File: config.mk
export PLATFORM = sky130hd
export DESIGN_NAME = sadc_rd_ctrl
export DESIGN_NICKNAME = d
export VERILOG_FILES = /design/src/rtl/sadc_pkg.sv /design/src/rtl/sadc_timer.sv /design/src/rtl/sadc_shift.sv /design/src/rtl/sadc_seq.sv /design/src/rtl/sadc_rd_ctrl.sv
export SDC_FILE = /design/constraint.sdc
export NUM_CORES = 1
export LEC_CHECK = 0
export ABC_CLOCK_PERIOD_IN_PS = 6210
export CORE_MARGIN = 3
export CORE_UTILIZATION = 40
export CTS_CLUSTER_DIAMETER = 100
export DETAILED_ROUTE_END_ITERATION = 10
export PLACE_DENSITY_LB_ADDON = 0.1
export SLEW_MARGIN = 0
export SYNTH_ARGS = -nofsm -noshare
export SYNTH_HDL_FRONTEND = slang
export SYNTH_HIERARCHICAL = 1
export SYNTH_SLANG_ARGS = --single-unit
File: constraint.sdc
create_clock -name clk -period 6.21 [get_ports clk]
set_input_delay 1.242 -clock clk [delete_from_list [all_inputs] [get_ports clk]]
set_output_delay 1.242 -clock clk [all_outputs]
set_load 0.03 [all_outputs]
File: src/rtl/sadc_pkg.sv
package sadc_pkg;
  typedef enum logic [2:0] {
    ST_IDLE,
    ST_SETUP,
    ST_HIGH,
    ST_LOW,
    ST_CONV
  } rd_state_e;
endpackage

File: src/rtl/sadc_timer.sv
module sadc_timer #(
  parameter int CW = 8
) (
  input  logic          clk,
  input  logic          rst,
  input  logic          load,
  input  logic [CW-1:0] load_val,
  output logic          zero
);
  logic [CW-1:0] cnt_q;

  always_ff @(posedge clk) begin
    if (rst) begin
      cnt_q <= '0;
    end else if (load) begin
      cnt_q <= load_val;
    end else if (cnt_q != '0) begin
      cnt_q <= cnt_q - 1'b1;
    end
  end

  assign zero = (cnt_q == '0);
endmodule

File: src/rtl/sadc_shift.sv
module sadc_shift #(
  parameter int DATA_W = 8
) (
  input  logic              clk,
  input  logic              rst,
  input  logic              clr,
  input  logic              shift_en,
  input  logic              bit_in,
  output logic [DATA_W-1:0] next_word,
  output logic              last
);
  localparam int BW = (DATA_W > 2) ? $clog2(DATA_W) : 1;

  logic [DATA_W-1:0] sr_q;
  logic [BW-1:0]     idx_q;

  assign next_word = {sr_q[DATA_W-2:0], bit_in};
  assign last      = (idx_q == BW'(DATA_W - 1));

  always_ff @(posedge clk) begin
    if (rst || clr) begin
      sr_q  <= '0;
      idx_q <= '0;
    end else if (shift_en) begin
      sr_q  <= next_word;
      idx_q <= last ? '0 : idx_q + 1'b1;
    end
  end

  // after the final shift the bit index must have wrapped to zero
  assert_idx_wrap_R3: assert property (@(posedge clk) disable iff (rst)
    (shift_en && last && !clr) |=> (idx_q == '0));
endmodule

File: src/rtl/sadc_seq.sv
module sadc_seq
  import sadc_pkg::*;
#(
  parameter int DATA_W    = 8,
  parameter int CW        = 8,
  parameter int SETUP_CYC = 70,
  parameter int HALF_CYC  = 23,
  parameter int CONV_CYC  = 850
) (
  input  logic              clk,
  input  logic              rst,
  input  logic              start_i,
  input  logic              miso_i,
  input  logic              tmr_zero,
  input  logic [DATA_W-1:0] shf_word,
  input  logic              shf_last,
  output logic              tmr_load,
  output logic [CW-1:0]     tmr_val,
  output logic              shf_clr,
  output logic              shf_en,
  output logic              shf_bit,
  output logic              cs_n_o,
  output logic              sclk_o,
  output logic [DATA_W-1:0] data_o,
  output logic              valid_o,
  output logic              first_o
);
  localparam logic [CW-1:0] SETUP_LD = CW'(SETUP_CYC - 1);
  localparam logic [CW-1:0] HALF_LD  = CW'(HALF_CYC - 1);
  localparam logic [CW-1:0] CONV_LD  = CW'(CONV_CYC - 1);

  rd_state_e         st_q;
  logic              cs_n_q, sclk_q, valid_q, first_q, seen_q, pend_q;
  logic [DATA_W-1:0] data_q;
  logic              go;

  assign go      = start_i || pend_q;
  assign shf_clr = (st_q == ST_IDLE) && go;
  assign shf_en  = (st_q == ST_HIGH) && tmr_zero;
  assign shf_bit = miso_i;

  always_comb begin
    tmr_load = 1'b0;
    tmr_val  = HALF_LD;
    unique case (st_q)
      ST_IDLE:  begin tmr_load = go;       tmr_val = SETUP_LD; end
      ST_SETUP: begin tmr_load = tmr_zero; tmr_val = HALF_LD;  end
      ST_HIGH:  begin
        tmr_load = tmr_zero;
        tmr_val  = shf_last ? CONV_LD : HALF_LD;
      end
      ST_LOW:   begin tmr_load = tmr_zero; tmr_val = HALF_LD;  end
      ST_CONV:  begin tmr_load = 1'b0;     tmr_val = HALF_LD;  end
      default:  begin tmr_load = 1'b0;     tmr_val = HALF_LD;  end
    endcase
  end

  always_ff @(posedge clk) begin
    if (rst) begin
      st_q    <= ST_IDLE;
      cs_n_q  <= 1'b1;
      sclk_q  <= 1'b0;
      valid_q <= 1'b0;
      first_q <= 1'b0;
      seen_q  <= 1'b0;
      pend_q  <= 1'b0;
      data_q  <= '0;
    end else begin
      valid_q <= 1'b0;
      if (start_i && st_q != ST_IDLE) pend_q <= 1'b1;
      unique case (st_q)
        ST_IDLE: if (go) begin
          cs_n_q <= 1'b0;
          pend_q <= 1'b0;
          st_q   <= ST_SETUP;
        end
        ST_SETUP: if (tmr_zero) begin
          sclk_q <= 1'b1;
          st_q   <= ST_HIGH;
        end
        ST_HIGH: if (tmr_zero) begin
          sclk_q <= 1'b0;
          if (shf_last) begin
            cs_n_q  <= 1'b1;
            valid_q <= 1'b1;
            data_q  <= shf_word;
            first_q <= !seen_q;
            seen_q  <= 1'b1;
            st_q    <= ST_CONV;
          end else begin
            st_q <= ST_LOW;
          end
        end
        ST_LOW: if (tmr_zero) begin
          sclk_q <= 1'b1;
          st_q   <= ST_HIGH;
        end
        ST_CONV: if (tmr_zero) st_q <= ST_IDLE;
        default: st_q <= ST_IDLE;
      endcase
    end
  end

  assign cs_n_o  = cs_n_q;
  assign sclk_o  = sclk_q;
  assign data_o  = data_q;
  assign valid_o = valid_q;
  assign first_o = first_q;

  // the I/O clock stays low whenever chip select is high
  assert_idle_low_R9: assert property (@(posedge clk) disable iff (rst)
    cs_n_q |-> !sclk_q);
  // chip select rises together with the last falling edge and the strobe
  assert_end_together_R5: assert property (@(posedge clk) disable iff (rst)
    $rose(cs_n_q) |-> ($fell(sclk_q) && valid_q));
  // the strobe lasts a single cycle
  assert_valid_pulse_R5: assert property (@(posedge clk) disable iff (rst)
    valid_q |=> !valid_q);
  // the output byte holds between strobes
  assert_hold_data_R5: assert property (@(posedge clk) disable iff (rst)
    !valid_q |-> $stable(data_q));
  // a request inside the conversion wait is remembered
  assert_pending_R7: assert property (@(posedge clk) disable iff (rst)
    (st_q == ST_CONV && start_i) |=> pend_q);
  // only the first byte after reset carries the flag
  assert_first_once_R8: assert property (@(posedge clk) disable iff (rst)
    (valid_q && $past(seen_q)) |-> !first_q);
endmodule

File: src/rtl/sadc_rd_ctrl.sv
module sadc_rd_ctrl #(
  parameter int DATA_W    = 8,
  parameter int SETUP_CYC = 70,
  parameter int HALF_CYC  = 23,
  parameter int CONV_CYC  = 850
) (
  input  logic              clk,
  input  logic              rst,
  input  logic              start_i,
  input  logic              miso_i,
  output logic              cs_n_o,
  output logic              sclk_o,
  output logic [DATA_W-1:0] data_o,
  output logic              valid_o,
  output logic              first_o
);
  localparam int MAX_SH = (SETUP_CYC > HALF_CYC) ? SETUP_CYC : HALF_CYC;
  localparam int MAX_C  = (MAX_SH > CONV_CYC) ? MAX_SH : CONV_CYC;
  localparam int CW     = $clog2(MAX_C + 1);

  logic              tmr_load, tmr_zero;
  logic [CW-1:0]     tmr_val;
  logic              shf_clr, shf_en, shf_bit, shf_last;
  logic [DATA_W-1:0] shf_word;

  sadc_timer #(.CW(CW)) u_timer (
    .clk      (clk),
    .rst      (rst),
    .load     (tmr_load),
    .load_val (tmr_val),
    .zero     (tmr_zero)
  );

  sadc_shift #(.DATA_W(DATA_W)) u_shift (
    .clk       (clk),
    .rst       (rst),
    .clr       (shf_clr),
    .shift_en  (shf_en),
    .bit_in    (shf_bit),
    .next_word (shf_word),
    .last      (shf_last)
  );

  sadc_seq #(
    .DATA_W    (DATA_W),
    .CW        (CW),
    .SETUP_CYC (SETUP_CYC),
    .HALF_CYC  (HALF_CYC),
    .CONV_CYC  (CONV_CYC)
  ) u_seq (
    .clk      (clk),
    .rst      (rst),
    .start_i  (start_i),
    .miso_i   (miso_i),
    .tmr_zero (tmr_zero),
    .shf_word (shf_word),
    .shf_last (shf_last),
    .tmr_load (tmr_load),
    .tmr_val  (tmr_val),
    .shf_clr  (shf_clr),
    .shf_en   (shf_en),
    .shf_bit  (shf_bit),
    .cs_n_o   (cs_n_o),
    .sclk_o   (sclk_o),
    .data_o   (data_o),
    .valid_o  (valid_o),
    .first_o  (first_o)
  );
endmodule

* Word level (Yosys, flattened, before mapping)
Index checks and enable logic that the tools add are counted.
** Storage, ports and cells
- Register bits after elaboration :: 37
- Bits of input ports :: 4
- Logic and storage cells :: 68
** Operators by class
- Add/subtract/negate cells :: 2
- Eq/ne operators :: 10
- Muxes and demuxes :: 23
- Bitwise operators :: 2
- Reductions and logical operators :: 20
** Operators by type and width (count)
- 10-bit 2-to-1 mux :: 3
- 10-bit case mux with 2 select lines :: 1
- 3-bit 2-to-1 mux :: 6
- 3-bit case mux with 4 select lines :: 1
- 10-bit zero test :: 1
- 2-bit by 1-bit != test with 1-bit output, second input constant :: 5
- 10-bit nonzero test :: 1
- 10-bit by 1-bit subtractor with 10-bit output, second input constant :: 1
- 1-bit 2-to-1 mux :: 9
- 4-bit AND reduction :: 2
- 3-bit by 2-bit == test with 1-bit output, second input constant :: 2
- 3-bit == test, second input constant :: 2
- 1-bit case mux with 2 select lines :: 3
- 3-bit AND reduction :: 2
- 2-bit nonzero test :: 3
- 3-bit OR reduction :: 2
- 3-bit by 1-bit adder with 3-bit output, second input constant :: 1
- 3-bit by 1-bit == test with 1-bit output, second input constant :: 1
- 1-bit logical AND :: 3
- 3-bit zero test :: 1
- 3-bit nonzero test :: 1
- 1-bit logical OR :: 2
- 1-bit NOT :: 2
- 2-bit OR reduction :: 1
- 1-bit zero test :: 1

* Depth between registers and ports, before layout
Gate-level depths: netlist of the first run.
- Depth in word-level cells :: 5
- Mapped depth :: 11

* Hierarchy
Netlist of the first run, hierarchy kept.
** Modules (own cells, without submodules)
- sadc_seq :: instances 1, cells each 92, area each 883.3 um^2, seq. area each 340.3 um^2
- sadc_timer :: instances 1, cells each 73, area each 613.1 um^2, seq. area each 200.2 um^2
- sadc_shift :: instances 1, cells each 37, area each 395.4 um^2, seq. area each 200.2 um^2

* Worst setup path before layout of the first run
Ideal clock, no wire load.
- Path kind :: register to register
- From :: register u_timer.cnt_q[0]
- To :: register u_timer.cnt_q[9]
- Library setup time :: 0.115 ns
- Data arrival time :: 2.703 ns
- Path slack :: 3.392 ns
- Cell stages (with the launch flop) :: 12
- Path buffers :: 3
- Cell sequence :: dfxtp_1 > inv_1 > ha_1 > or4b_4 > nor3_4 > clkbuf_1 > nor2_1 > a211oi_1 > clkbuf_1 > clkbuf_1 > a21oi_1 > o21a_1
** On the way
- Longest elaborated chain between the ends :: 3
- Elaborated cells between the ends (all ways) :: 7
- Classes of those cells :: 1 x add/sub; 3 x mux; 3 x reduce/logical
** Ends and longest elaborated chain
- from (decl) :: RTL line sadc_timer.sv:10 : logic [CW-1:0] cnt_q;
- from (signal assigned) :: RTL line sadc_timer.sv:16 : cnt_q <= load_val;
- from (signal assigned) :: RTL line sadc_timer.sv:18 : cnt_q <= cnt_q - 1'b1;
- 10-bit zero test (*) :: RTL line sadc_timer.sv:22 : assign zero = (cnt_q == '0);
- net tmr_zero :: RTL line sadc_rd_ctrl.sv:21 : logic tmr_load, tmr_zero;
- 1-bit case mux with 2 select lines (*) :: RTL line sadc_seq.sv:45 : unique case (st_q)
- net tmr_load :: RTL line sadc_rd_ctrl.sv:21
- 10-bit 2-to-1 mux / 2-bit nonzero test (equally long branches)
Mark *: on every way through the listed nets, which the timed path passes. The rest lies on a longest branch. The select of a mux whose other input is x is not followed.
A chain may end at the register's enable or synchronous reset.

* Worst setup path after layout of the first run
- From :: register u_timer.cnt_q[0]
- To :: register u_shift.idx_q[0]
** On the way
- Longest elaborated chain between the ends :: 2
** Ends and longest elaborated chain
- 10-bit zero test :: RTL line sadc_timer.sv:22
- net tmr_zero :: RTL line sadc_rd_ctrl.sv:21
- 1-bit logical AND :: RTL line sadc_seq.sv:39 : assign shf_en = (st_q == ST_HIGH) && tmr_zero;
- net shf_en :: RTL line sadc_rd_ctrl.sv:23 : logic shf_clr, shf_en, shf_bit, shf_last;
- to (signal assigned) :: RTL line sadc_shift.sv:26 : idx_q <= last ? '0 : idx_q + 1'b1;
- to (decl) :: RTL line sadc_shift.sv:15 : logic [BW-1:0] idx_q;
The timed path passes the listed nets, and every way through them passes these cells.

==> run metrics, run 1 <==
outcome finished, final reports clean; placed inst area 2010 um2; dpl ws slightly above 3000 ps; die width 74.8 um; Non-Filler Instances 263; pwr/cell area between 300 and 400 nW/um2; layout net count ~220; drt total wl between 3 and 4 mm; CP endpoint kind flop; via total after detailed routing about 1300; Final Core Density a little under half; Final GP Congestion 0.828; WL per Instance roughly 13 um; Worst-path clk slew approximately 70 ps; GRT overflow 0; Setup-failing EPs final 0; # DRC 0; vias per inst between 5 and 6; share of cells above drive strength 1 between 10% and 20%; initial core utilization a little over two fifths; initial antenna violation count 0; sequential area share after synthesis between 30% and 40%; Min Clock Period, post-route between 3000 and 4000 ps; Area growth syn-to-layout 11.8%; Ys Warns 6; post-synthesis instance area around 1900 um2; final clock skew ~4.3 ps; Post-Route Setup TNS 0 ps; Arr. time, crit path around 3400 ps; CP required 6420 ps; Post-CTS Hold Buffers 0; Worst Hold Slack 458 ps; RSZ-0062 raised after global routing no; Routed Antenna Nets 0; post-CTS setup buffer count 0; first-pass GRT wire length approximately 6.0 mm; Num CTS Buffers 5; total power ~0.78 mW; PnR worst setup slack roughly 3000 ps; Rel. slew slack roughly 40%; critical path class flop to flop; Unique masters post-synth between 40 and 50; ant diodes 0; clk buf depth 2; clock sink count 37; Core Box Area between 4000 and 5000 um2; Final Cell Area around 2100 um2; Worst Hold Class flop to flop; CP startpoint kind flop; Mean Syn Cell Area around 9.4 um2; ys async rst share 0%; Most used DFF post-synth dfxtp_1; Post-DP HPWL between 2 and 2.5 mm; Cells after DPL approximately 260; H-tree levels 2; CTS Root Buffer Type clkbuf_8; Fillers between 400 and 500; DR pass1 iterations 4; Max FO, Critical Path 18; post-CTS sizing 0; DIE AREA 5590 um2; vias in the first global route 1332; I/O Buffers 15; Worst-Margin Slew between 900 and 1000 ps; final hold vios 0; Rows 24; Pleak 0.749 nW; Worst-Skew Late Latency between 200 and 300 ps; Final Max Tran Viols 0; Yosys reg bits 37; most frequent cells in the layout dfxtp_1, mux2i_1, nor2_1, nand2b_1, clkdlybuf4s50_1; initial drt markers 78; largest net degree at the start of global routing around 40; # Max-Cap Violations 0; CTS tree yes; peak supply drop roughly 140 uV; commonest non-fill, non-tap cell in the layout dfxtp_1; Die Y 74.8 um; Max Freq approximately 0.32 GHz; Post-synth EDFFs 0; period utilization 51.1%; all-layer global routing usage a little over an eighth; num ports 16; Synth Instances between 200 and 250
-- power by group --
| group | total (mW) | internal (mW) | switching [mW] |
|---|---|---|---|
| Sequential | 0.320 | 0.271 | 0.0483 |
| Clock | 0.180 | 0.100 | 0.0802 |
| Combinational | 0.282 | 0.130 | 0.152 |
-- critical path: stages (launching register included) --
cell	delay [ps]
dfxtp_1	340
inv_1	80
ha_1	210
or4b_4	540
nor3_4	530
nor3b_2	840
or3b_1	410
a21oi_1	150
-- layout make-up --
class	count	area, um2	area share, %
clock buffers	7	96.3	4.56
clock inverters	1	5.00	0.237
inverters	10	37.5	1.78
multi-input cells	139	1000	47.5
flip-flops and latches	37	741	35.0
well taps	52	65.1	3.08
repair buffers	17	165	7.81
-- cells by family after synthesis --
family | count (synthesis) | share of synthesized area (%)
other | 1 | 0.198
buffers and inverters | 28 | 8.40
and+or+nand+nor | 82 | 27.3
xor gates and xnor gates | 3 | 1.39
adders and majority gates | 3 | 1.98
AOI/OAI and AO/OA | 30 | 12.0
DFF | 37 | 39.2
muxes | 18 | 9.52
-- registers in the layout (all words and copies together), names as in the netlist --
| name | flops |
|---|---|
| u_timer/cnt_q | 10 |
| u_seq/data_o | 8 |
| u_shift/sr_q | 7 |
| u_seq/st_q | 3 |
| u_shift/idx_q | 3 |
| u_seq/cs_n_o | 1 |
| u_seq/first_o | 1 |
| u_seq/pend_q | 1 |
| u_seq/sclk_o | 1 |
| u_seq/seen_q | 1 |
| u_seq/valid_o | 1 |
-- layer usage --
layer	track usage (%)	vias up	share of wire (%)
li1	-	705	-
met1	16.9	614	46
met2	22.7	19	49
met3	3.87	4	3.9
met4	5.34	0	0.74
met5	0	-	0
-- worst paths after layout --
kind	startpoint	endpoint	slack, ps	depth (start not counted)
worst max-delay path	u_timer/cnt_q[0]$_SDFFE_PP0P_	u_shift/idx_q[0]$_SDFFE_PP0P_	3040	7
worst min-delay path	u_seq/seen_q$_SDFFE_PP0P_	u_seq/first_o$_SDFFE_PP0P_	460	1
worst max register to register	u_timer/cnt_q[0]$_SDFFE_PP0P_	u_shift/idx_q[0]$_SDFFE_PP0P_	3040	7
worst min register to register	u_seq/seen_q$_SDFFE_PP0P_	u_seq/first_o$_SDFFE_PP0P_	460	1
-- Yosys cell counts, drive strengths merged, types with 2 or more instances --
cell type / count / area, um2
a211oi: 4 / 30.0
a21oi: 6 / 30.0
buf: 12 / 98.8
clkbuf: 6 / 22.5
dfxtp: 37 / 741
ha: 3 / 37.5
inv: 10 / 37.5
mux2i: 18 / 180
nand2: 11 / 41.3
nand2b: 17 / 106
nand3b: 3 / 35.0
nor2: 18 / 83.8
nor2b: 4 / 25.0
nor3: 12 / 87.6
nor4: 2 / 12.5
nor4b: 2 / 17.5
o21a: 3 / 22.5
o21ai: 4 / 20.0
o22ai: 2 / 12.5
or3: 3 / 18.8
or3b: 2 / 17.5
or4: 3 / 26.3
xnor2: 3 / 26.3
(Power assumes the default switching activity.)
==> inputs of run 2 (changes only) <==
--- a/config.mk
+++ b/config.mk
@@ -5,7 +5,7 @@
 export SDC_FILE = /design/constraint.sdc
 export NUM_CORES = 1
 export LEC_CHECK = 0
-export ABC_CLOCK_PERIOD_IN_PS = 6210
+export ABC_CLOCK_PERIOD_IN_PS = 3050
 export CORE_MARGIN = 3
 export CORE_UTILIZATION = 40
 export CTS_CLUSTER_DIAMETER = 100
==> constraint.sdc (replaced) <==
create_clock -name clk -period 3.05 [get_ports clk]
set_input_delay 0.61 -clock clk [delete_from_list [all_inputs] [get_ports clk]]
set_output_delay 0.61 -clock clk [all_outputs]
set_load 0.03 [all_outputs]
==> run 2 against run 1 <==
  * Clock skew increased by 1.3 ps
  * Final area is 0.36% higher
  * Routed wire length is 0.86% higher
  * Non-clock buffer count grew 3
  * Total power up 100%
  * Via count grew 2.4%
  * Critical endpoint is now u_seq/data_o[3]$_SDFFE_PP0P_
  * Sequential power rose by 100%
  * Highest routed layer unchanged
  * Largest power group unchanged
  * Register-to-register slack worse by 2500 ps
  * Critical path type unchanged
==> run metrics, run 2 (synthesis gave the netlist of run 1 again) <==
outcome finished, final reports clean; final clock skew 5.65 ps (+1.33 ps); # DRC 0 (unchanged); pwr/cell area 738 nW/um2 (+100%); largest net degree at the start of global routing 21 (-49%); Worst Hold Class flop to flop; ant diodes 0 (unchanged); layout net count 220 (+1.4%); Worst-Skew Late Latency 280 ps (about the same); most frequent cells in the layout dfxtp_1, mux2i_1, nor2_1, nand2b_1, clkdlybuf4s50_1; Num CTS Buffers 5 (unchanged); first-pass GRT wire length 5.87 mm (-1.4%); Post-DP HPWL 2.51 mm (+6.5%); DR pass1 iterations 4 (unchanged); post-CTS sizing 0 (unchanged); Area growth syn-to-layout 12.2%; Rel. slew slack 55.8% (+16 points); CP endpoint kind flop; Worst-path clk slew 70 ps (about the same); Rows 24 (unchanged); Max FO, Critical Path 10 (-8); Clk pwr share 21.3% (-1.8 points); Arr. time, crit path 2750 ps (-630 ps); drt total wl 3.40 mm (+0.86%); initial drt markers 35 (-55%); I/O Buffers 15 (unchanged); Post-CTS Hold Buffers 0 (unchanged); WL per Instance 12.8 um (about the same); commonest non-fill, non-tap cell in the layout dfxtp_1; die width 74.8 um (unchanged); global route hottest layer met2; Largest Register u_timer/cnt_q; DIE AREA 5590 um2 (unchanged); RSZ-0062 raised after global routing no; Flop pwr share 41.5% (+0.6 points); Non-Filler Instances 265 (+0.76%); GRT overflow 0 (unchanged); critical path class flop to flop; Power Internal 1.01 mW (+100%); peak supply drop 286 uV (+100%); GR Util met2 23.4% (+0.68 points); Post-Route Setup TNS 0 ps (unchanged); clk buf depth 2 (unchanged); Die Y 74.8 um (unchanged); GRT met3 Usage 3.47% (-0.40 points); # Max-Cap Violations 0 (unchanged); Final Max Tran Viols 0 (unchanged); CTS Root Buffer Type clkbuf_8; Setup-failing EPs final 0 (unchanged); vias per inst 5.18 (+1.6%); sw frac 35.8% (about the same); H-tree levels 2 (unchanged); share of cells above drive strength 1 11.3% (+0.37 points); Cells after DPL 258 (+1.2%); Core Box Area 4470 um2 (unchanged); met1 GRT Util 16.2% (-0.64 points); Min Clock Period, post-route 2540 ps (-628 ps); initial antenna violation count 0 (unchanged); Final Core Density 47.4% (+0.17 points); Pleak 0.755 nW (+0.76%); all-layer global routing usage 13.8% (+0.082 points); max reg flops 10 (unchanged); final hold vios 0 (unchanged); CP required 3250 ps (-3170 ps); CTS tree yes; post-CTS setup buffer count 0 (unchanged); P_sw 0.561 mW (+100%); CP startpoint kind flop; Worst-Margin Slew 658 ps (-246 ps); clock sink count 37 (unchanged); via total after detailed routing 1374 (+2.4%); Max Freq 0.393 GHz (+25%); num ports 16 (unchanged); period utilization 83.4% (+32 points); Gate power share 37.2% (+1.1 points); vias in the first global route 1317 (-1.1%); initial core utilization 42.3% (unchanged); Routed Antenna Nets 0 (unchanged); Final GP Congestion 0.792 (-4.3%)
==> run 2: cell count changes in the layout (fill, tap and decap cells not counted), sizes merged <==
cell,delta
buf,+3
clkinv,-1
==> run 2: final timing paths <==
path,from,end,slack (ps),depth (start not counted)
worst min register to register,u_seq/seen_q$_SDFFE_PP0P_,u_seq/first_o$_SDFFE_PP0P_,450,1
worst max register to register,u_timer/cnt_q[0]$_SDFFE_PP0P_,u_seq/data_o[3]$_SDFFE_PP0P_,510,8
worst min-delay path,u_seq/seen_q$_SDFFE_PP0P_,u_seq/first_o$_SDFFE_PP0P_,450,1
worst max-delay path,u_timer/cnt_q[0]$_SDFFE_PP0P_,u_seq/data_o[3]$_SDFFE_PP0P_,510,8
==> run 2: layout make-up <==
cell class	count	area, um2
Timing Repair Buffer	20	188
Tap cell	52	65.1
Inverter	10	37.5
Clock buffer	7	86.3
Fill cell	430	2350
Sequential cell	37	741
Multi-Input combinational cell	139	1000
==> run 2: routing by layer <==
metal | part of all wire, % | routed length (um)
met1 | 46 | 1570
met2 | 51 | 1720
met3 | 2.6 | 88
met4 | 0.71 | 24
met5 | 0 | 0
==> run 2: power by group through the flow <==
stage	Combinational (mW)	Sequential, mW	Clock [mW]
after CTS	0.588	0.651	0.352
after global placement	0.581	0.657	0
after detailed placement	0.586	0.662	0
after floorplan	0.499	0.638	0
final	0.582	0.650	0.334
after global routing	0.654	0.663	0.368
==> run 2: critical path, cell delays in order, from the launching register on <==
cell and delay, ps:
dfxtp_1 330, inv_1 80, ha_1 210, or4b_4 540, nor3_4 360, buf_4 230
nand3b_1 220, nor2_8 290, mux2i_1 220
==> run 2: through the flow <==
step                power, mW  instance area (um2)  hold WS, ps  worst slack, ps
finish                   1.57                 2120          452              507
global route             1.69                 2120          485              317
CTS                      1.59                 2120          458              505
detailed placement       1.25                 2040          441              516
global placement         1.24                 2040          446              577
floorplan                1.14                 1900          425              232
